## src/rtl/rwin_pkg.sv

```systemverilog
package rwin_pkg;

    typedef enum logic [2:0] {
        OP_IDLE    = 3'd0,
        OP_SAVE    = 3'd1,
        OP_RESTORE = 3'd2,
        OP_RETURN  = 3'd3,
        OP_FLUSH   = 3'd4
    } win_op_e;

    typedef enum logic [2:0] {
        TC_NONE     = 3'd0,
        TC_SPILL_N  = 3'd1,
        TC_SPILL_O  = 3'd2,
        TC_FILL_N   = 3'd3,
        TC_FILL_O   = 3'd4,
        TC_CLEAN    = 3'd5,
        TC_MISALIGN = 3'd6
    } trap_code_e;

    // forward step with k <= n, p < n; one conditional subtract suffices
    function automatic int unsigned wrap_fwd(input int unsigned p,
                                             input int unsigned k,
                                             input int unsigned n);
        int unsigned s;
        s = p + k;
        if (s >= n) s = s - n;
        if (s >= n) s = s - n;
        return s;
    endfunction

    function automatic int unsigned wrap_back(input int unsigned p,
                                              input int unsigned n);
        return (p == 0) ? (n - 1) : (p - 1);
    endfunction

    function automatic logic uses_other(input trap_code_e c);
        return (c == TC_SPILL_O) || (c == TC_FILL_O);
    endfunction

    function automatic logic uses_normal(input trap_code_e c);
        return (c == TC_SPILL_N) || (c == TC_FILL_N);
    endfunction

endpackage

```

## src/rtl/rwin_decide.sv

```systemverilog
module rwin_decide
    import rwin_pkg::*;
#(
    parameter int NWIN = 8,
    parameter int CW   = 3
) (
    input  win_op_e          op,
    input  logic [1:0]       tgt_lo,
    input  logic [CW-1:0]    cwp,
    input  logic [CW-1:0]    cansave,
    input  logic [CW-1:0]    canrestore,
    input  logic [CW-1:0]    cleanwin,
    input  logic             other_nz,
    output logic [CW-1:0]    nx_cwp,
    output logic [CW-1:0]    nx_cansave,
    output logic [CW-1:0]    nx_canrestore,
    output trap_code_e       nx_trap
);

    localparam int unsigned FLUSH_FULL = NWIN - 2;

    function automatic logic [CW-1:0] ptr_up(input logic [CW-1:0] p, input int unsigned k);
        return CW'(wrap_fwd(32'(p), k, NWIN));
    endfunction

    function automatic logic [CW-1:0] ptr_down(input logic [CW-1:0] p);
        return CW'(wrap_back(32'(p), NWIN));
    endfunction

    trap_code_e spill_kind, fill_kind;
    assign spill_kind = other_nz ? TC_SPILL_O : TC_SPILL_N;
    assign fill_kind  = other_nz ? TC_FILL_O  : TC_FILL_N;

    always_comb begin
        nx_cwp        = cwp;
        nx_cansave    = cansave;
        nx_canrestore = canrestore;
        nx_trap       = TC_NONE;
        case (op)
            OP_SAVE: begin
                if (cansave == '0) begin
                    nx_trap = spill_kind;
                    nx_cwp  = ptr_up(cwp, 2);
                end else if (cleanwin == canrestore) begin
                    nx_trap = TC_CLEAN;
                    nx_cwp  = ptr_up(cwp, 1);
                end else begin
                    nx_cwp        = ptr_up(cwp, 1);
                    nx_cansave    = cansave - 1'b1;
                    nx_canrestore = canrestore + 1'b1;
                end
            end
            OP_RESTORE, OP_RETURN: begin
                if (op == OP_RETURN && tgt_lo != 2'b00) begin
                    nx_trap = TC_MISALIGN;
                end else begin
                    nx_cwp = ptr_down(cwp);
                    if (canrestore == '0) begin
                        nx_trap = fill_kind;
                    end else begin
                        nx_cansave    = cansave + 1'b1;
                        nx_canrestore = canrestore - 1'b1;
                    end
                end
            end
            OP_FLUSH: begin
                if (cansave != CW'(FLUSH_FULL)) nx_trap = spill_kind;
            end
            default: ;
        endcase
    end

    // clean trap only ever comes from a save with room to save
    always_comb begin
        if (nx_trap == TC_CLEAN)
            clean_src_chk: assert (op == OP_SAVE && cansave != '0);
    end

endmodule

```

## src/rtl/rwin_state.sv

```systemverilog
module rwin_state
    import rwin_pkg::*;
#(
    parameter int NWIN = 8,
    parameter int CW   = 3,
    parameter int WSW  = 3
) (
    input  logic             clk,
    input  logic             rst,
    input  logic             wr_en,
    input  logic [CW-1:0]    wr_cwp,
    input  logic [CW-1:0]    wr_cansave,
    input  logic [CW-1:0]    wr_canrestore,
    input  logic [CW-1:0]    wr_cleanwin,
    input  logic [CW-1:0]    wr_otherwin,
    input  logic [CW-1:0]    nx_cwp,
    input  logic [CW-1:0]    nx_cansave,
    input  logic [CW-1:0]    nx_canrestore,
    input  trap_code_e       nx_trap,
    input  logic [WSW-1:0]   wstate_normal,
    input  logic [WSW-1:0]   wstate_other,
    output logic [CW-1:0]    cwp,
    output logic [CW-1:0]    cansave,
    output logic [CW-1:0]    canrestore,
    output logic [CW-1:0]    cleanwin,
    output logic [CW-1:0]    otherwin,
    output trap_code_e       trap_code,
    output logic [WSW-1:0]   trap_vec
);

    localparam logic [CW-1:0] RST_SAVE = CW'(NWIN - 2);

    logic [WSW-1:0] vec_sel;
    always_comb begin
        if (uses_other(nx_trap))       vec_sel = wstate_other;
        else if (uses_normal(nx_trap)) vec_sel = wstate_normal;
        else                           vec_sel = '0;
    end

    always_ff @(posedge clk) begin
        if (rst) begin
            cwp        <= '0;
            cansave    <= RST_SAVE;
            canrestore <= '0;
            cleanwin   <= RST_SAVE;
            otherwin   <= '0;
            trap_code  <= TC_NONE;
            trap_vec   <= '0;
        end else if (wr_en) begin
            cwp        <= wr_cwp;
            cansave    <= wr_cansave;
            canrestore <= wr_canrestore;
            cleanwin   <= wr_cleanwin;
            otherwin   <= wr_otherwin;
            trap_code  <= TC_NONE;
            trap_vec   <= '0;
        end else begin
            cwp        <= nx_cwp;
            cansave    <= nx_cansave;
            canrestore <= nx_canrestore;
            trap_code  <= nx_trap;
            trap_vec   <= vec_sel;
        end
    end


    load_wins_chk: assert property (@(posedge clk) disable iff (rst)
        wr_en |=> (trap_code == TC_NONE) && (cansave == $past(wr_cansave))
                  && (cwp == $past(wr_cwp)));

endmodule

```

## src/rtl/rwin_ctrl.sv

```systemverilog
module rwin_ctrl
    import rwin_pkg::*;
#(
    parameter int NWIN = 8,
    parameter int WSW  = 3,
    localparam int CW  = $clog2(NWIN)
) (
    input  logic             clk,
    input  logic             rst,
    input  logic [2:0]       req_op,
    input  logic [1:0]       tgt_lo,
    input  logic             wr_en,
    input  logic [CW-1:0]    wr_cwp,
    input  logic [CW-1:0]    wr_cansave,
    input  logic [CW-1:0]    wr_canrestore,
    input  logic [CW-1:0]    wr_cleanwin,
    input  logic [CW-1:0]    wr_otherwin,
    input  logic [WSW-1:0]   wstate_normal,
    input  logic [WSW-1:0]   wstate_other,
    output logic [CW-1:0]    cwp,
    output logic [CW-1:0]    cansave,
    output logic [CW-1:0]    canrestore,
    output logic [CW-1:0]    cleanwin,
    output logic [CW-1:0]    otherwin,
    output logic             trap_valid,
    output logic [2:0]       trap_code,
    output logic [WSW-1:0]   trap_vec
);

    win_op_e       op;
    trap_code_e    nx_trap, code_q;
    logic [CW-1:0] nx_cwp, nx_cansave, nx_canrestore;

    assign op = win_op_e'(req_op);

    rwin_decide #(.NWIN(NWIN), .CW(CW)) u_decide (
        .op            (op),
        .tgt_lo        (tgt_lo),
        .cwp           (cwp),
        .cansave       (cansave),
        .canrestore    (canrestore),
        .cleanwin      (cleanwin),
        .other_nz      (otherwin != '0),
        .nx_cwp        (nx_cwp),
        .nx_cansave    (nx_cansave),
        .nx_canrestore (nx_canrestore),
        .nx_trap       (nx_trap)
    );

    rwin_state #(.NWIN(NWIN), .CW(CW), .WSW(WSW)) u_state (
        .clk           (clk),
        .rst           (rst),
        .wr_en         (wr_en),
        .wr_cwp        (wr_cwp),
        .wr_cansave    (wr_cansave),
        .wr_canrestore (wr_canrestore),
        .wr_cleanwin   (wr_cleanwin),
        .wr_otherwin   (wr_otherwin),
        .nx_cwp        (nx_cwp),
        .nx_cansave    (nx_cansave),
        .nx_canrestore (nx_canrestore),
        .nx_trap       (nx_trap),
        .wstate_normal (wstate_normal),
        .wstate_other  (wstate_other),
        .cwp           (cwp),
        .cansave       (cansave),
        .canrestore    (canrestore),
        .cleanwin      (cleanwin),
        .otherwin      (otherwin),
        .trap_code     (code_q),
        .trap_vec      (trap_vec)
    );

    assign trap_code  = code_q;
    assign trap_valid = (code_q != TC_NONE);

    // moving a window between the two pools keeps their sum
    sum_kept_chk: assert property (@(posedge clk) disable iff (rst)
        (!wr_en && cansave != CW'(2**CW - 1) && canrestore != CW'(2**CW - 1))
        |=> (CW'(cansave + canrestore) == $past(CW'(cansave + canrestore))));


    restore_back_chk: assert property (@(posedge clk) disable iff (rst)
        (!wr_en && op == OP_RESTORE)
        |=> (cwp == (($past(cwp) == '0) ? CW'(NWIN - 1) : CW'($past(cwp) - 1'b1))));


    misalign_hold_chk: assert property (@(posedge clk) disable iff (rst)
        (!wr_en && op == OP_RETURN && tgt_lo != 2'b00)
        |=> ($stable(cwp) && $stable(cansave) && code_q == TC_MISALIGN));


    flush_still_chk: assert property (@(posedge clk) disable iff (rst)
        (!wr_en && op == OP_FLUSH) |=> ($stable(cwp) && $stable(canrestore)));


    idle_quiet_chk: assert property (@(posedge clk) disable iff (rst)
        (!wr_en && op == OP_IDLE) |=> (!trap_valid && $stable(cwp) && $stable(cansave)));

endmodule

```

## config.mk

```make
export PLATFORM = sky130hd
export DESIGN_NAME = rwin_ctrl
export DESIGN_NICKNAME = d
export VERILOG_FILES = /design/src/rtl/rwin_pkg.sv /design/src/rtl/rwin_decide.sv /design/src/rtl/rwin_state.sv /design/src/rtl/rwin_ctrl.sv
export SDC_FILE = /design/constraint.sdc
export NUM_CORES = 1
export LEC_CHECK = 0
export BUFFER_PORTS_ARGS = -buffer_cell sky130_fd_sc_hd__buf_2
export CAP_MARGIN = 20
export CORE_MARGIN = 3
export CORE_UTILIZATION = 30
export CTS_CLUSTER_DIAMETER = 150
export DETAILED_ROUTE_END_ITERATION = 6
export PLACE_DENSITY_LB_ADDON = 0.25
export SLEW_MARGIN = 20
export SYNTH_ARGS = -nofsm -noshare
export SYNTH_HDL_FRONTEND = slang
export SYNTH_HIERARCHICAL = 1
export SYNTH_SLANG_ARGS = --single-unit
export TNS_END_PERCENT = 20
```

## constraint.sdc

```tcl
create_clock -name clk -period 3.3 [get_ports clk]
set_input_delay 0.165 -clock clk [delete_from_list [all_inputs] [get_ports clk]]
set_output_delay 0.165 -clock clk [all_outputs]
set_load 0.02 [all_outputs]
```

==> results.py <==
metrics = {
    "global_route": {
        "track_usage_pct": 13.8,
        "antenna_found_initial": 0,
        "grt_max_degree": 22,
        "grt_pass1_vias": 1283,
        "grt_pass1_wl_mm": 6.06,
        "gr-total-overflow": 0,
    },
    "worst_setup_path": {
        "crit_path_max_fanout": 5,
        "cp_data_required_time_ps": 3510,
        "crit_slowest_cell": "nor4b_2",
        "critPathLaunchType": "register",
        "crit_family": "compound AO/OA/AOI/OAI gates",
        "rr_worst_depth": 8,
        "critPathArrivalTime_ps": 2290,
        "max_stage_delay_ps": 350,
        "crit_buf_inv": 1,
        "critPathKind": "register to register",
        "path_cells": "inv_1 > ha_1 > nor2b_1 > a22oi_1 > o22a_1 > o21ai_1 > nor4b_2 > a32o_1",
        "crit_cells": 8,
        "end_kind": "register",
    },
    "clock_tree": {
        "cts.path.max_buffers": 2,
        "cts_buffers": 3,
        "cts_root_buffer": "clkbuf_8",
        "path_clk_slew_ps": 80,
        "post_cts_resized": 0,
        "clock-sinks": 21,
        "ctsHoldBuffers": 0,
        "post_cts_buffers": 0,
        "clk-insertion-delay-late_ps": 260,
        "cts_htree_levels": 1,
        "cts_tree": "yes",
    },
    "detailed_routing": {
        "drtAntennaViolNets": 0,
        "wl_met1_mm": 1.66,
        "highest_layer": "met4",
        "vias_per_cell": 5.05,
        "wire_per_inst_um": 13.5,
        "dr_wl_met3_um": 189,
        "met2_length_mm": 1.66,
        "vias": 1319,
        "route.detailed.drc": 0,
        "first_pass_iters": 4,
        "routed_wl_mm": 3.52,
        "drt_iter0_drc": 53,
    },
    "timing": {
        "fmax_ghz": 0.480,
        "relSlewSlack_pct": 63.1,
        "whs_ps": 105,
        "tightest_slew_ps": 553,
        "period_minus_slack_ps": 2090,
        "setup_viol": 0,
        "rsz0062_at_grt": "no",
        "fin_tns_setup_ps": 0,
        "layout_setup_ws_ps": 1210,
        "drv_slew": 0,
        "min_period_over_period_pct": 63.2,
        "final.setup_skew_ps": 1.90,
        "hold_viol": 0,
    },
    "pwr": {
        "ir_worst_vdd_mv": 0.183,
        "power_density_nw_per_um2": 378,
        "p_leak_nw": 0.852,
    },
    "synthesis": {
        "yosysWarnings": 6,
        "synthCells": 161,
        "syn_avg_cell_area_um2": 8.77,
        "synth_edf_count": 0,
        "synth_area_um2": 1410,
        "ys_seq_area_share_pct": 29.8,
        "synth_cell_types": 45,
        "synth_nets": 200,
        "synth-seq-cells": 21,
        "synth-async-reset-ratio_pct": 0,
        "synth_ff_type": "dfxtp_1",
    },
    "finish": {
        "layout_commonest_cell": "buf_2",
        "layout_common_cells": "buf_2 (50), dfxtp_1 (21), nor2_1 (18), mux2i_1 (13), nor2b_1 (12)",
        "area_delta_synth_final_pct": 22.4,
        "antennaDiodeCount": 0,
        "nNetsFinal": 249,
        "instances_no_fill": 261,
        "drive_gt1_share_pct": 29.2,
    },
    "floorplan": {
        "dieWidth_um": 74.6,
        "io_pins": 51,
        "die_y_um": 74.6,
        "row_count": 24,
        "die-area_um2": 5570,
        "coreArea_um2": 4440,
        "start_util_pct": 31.8,
    },
    "placement": {
        "gp_congestion": 0.835,
        "portBuffers": 50,
        "place_inst": 257,
        "hpwl_mm": 2.68,
        "dpl_worst_slack_ps": 1260,
    },
    "flow_run": {
        "cap_violations": 0,
    },
    "hold_path": {
        "min_path_cells": 2,
        "hold_class": "input port to register",
    },
    "outcome": {
        "status": "finished, final reports clean",
    },
}
power breakdown:
part | total, mW | internal (mW) | switching [mW]
clock | 0.173 | 0.0842 | 0.0890
combinational | 0.193 | 0.0809 | 0.112
sequential | 0.287 | 0.270 | 0.0172
cells in the mapped netlist, drive strengths merged (4+ instances only):
| cell type | count | area share, % |
|---|---|---|
| nand2 | 10 | 2.8 |
| mux2i | 13 | 9.2 |
| nor2b | 12 | 5.3 |
| dfxtp | 21 | 30 |
| ha | 10 | 8.9 |
| xor2 | 4 | 2.5 |
| a211o | 4 | 2.5 |
| nor2 | 18 | 4.8 |
| and2 | 4 | 1.8 |
| o21ai | 8 | 3.1 |
| inv | 11 | 2.9 |
| buf | 6 | 3.2 |
routing by layer:
layer	up-vias	track usage (%)
met5	-	0
met1	612	18.5
li1	666	-
met4	0	3.56
met2	39	22.4
met3	2	3.47
cell families (layout without fill, tap and decap cells):
logic type	count (synthesis)	count (layout)	share of synthesized area [%]
DFF	21	21	29.8
adders and majority gates	10	10	8.86
AOI/OAI and AO/OA	38	38	21.1
xor gates and xnor gates	6	6	3.72
muxes	13	13	9.21
buffers and inverters	17	65	6.11
and+or+nand+nor	56	56	21.3
area by class of cell:
class	instances	area (um2)
multi-input combinational	123	906
inverter	11	41.3
tap	52	65.1
fill	466	2720
timing repair buffer	50	250
clock buffer	3	41.3
clock inverter	1	5.00
sequential	21	420
worst paths after layout:
path / startpoint / endpoint / slack (ps)
setup / recovery: u_state/cansave[0] / u_state/trap_vec[1] / 1210
hold / removal: wr_cansave[1] / u_state/cansave[1] / 100
setup reg to reg: u_state/cansave[0] / u_state/trap_vec[1] / 1210
hold reg to reg: u_state/otherwin[2] / u_state/otherwin[2] / 530
flip-flops by register name, indices dropped and copies added (netlist names):
register / count
u_state/cleanwin: 3
u_state/cansave: 3
u_state/trap_code: 3
u_state/trap_vec: 3
u_state/otherwin: 3
u_state/cwp: 3
u_state/canrestore: 3
stage by stage:
step	util [%]	cell area, um2	power (mW)
after floorplan	-	1410	0.427
after global placement	37.9	1680	0.486
after detailed placement	37.9	1680	0.485
after CTS	38.9	1730	0.662
after global routing	38.9	1730	0.703
final	38.9	1730	0.653
No activity file was read; power rests on OpenSTA's default activity.
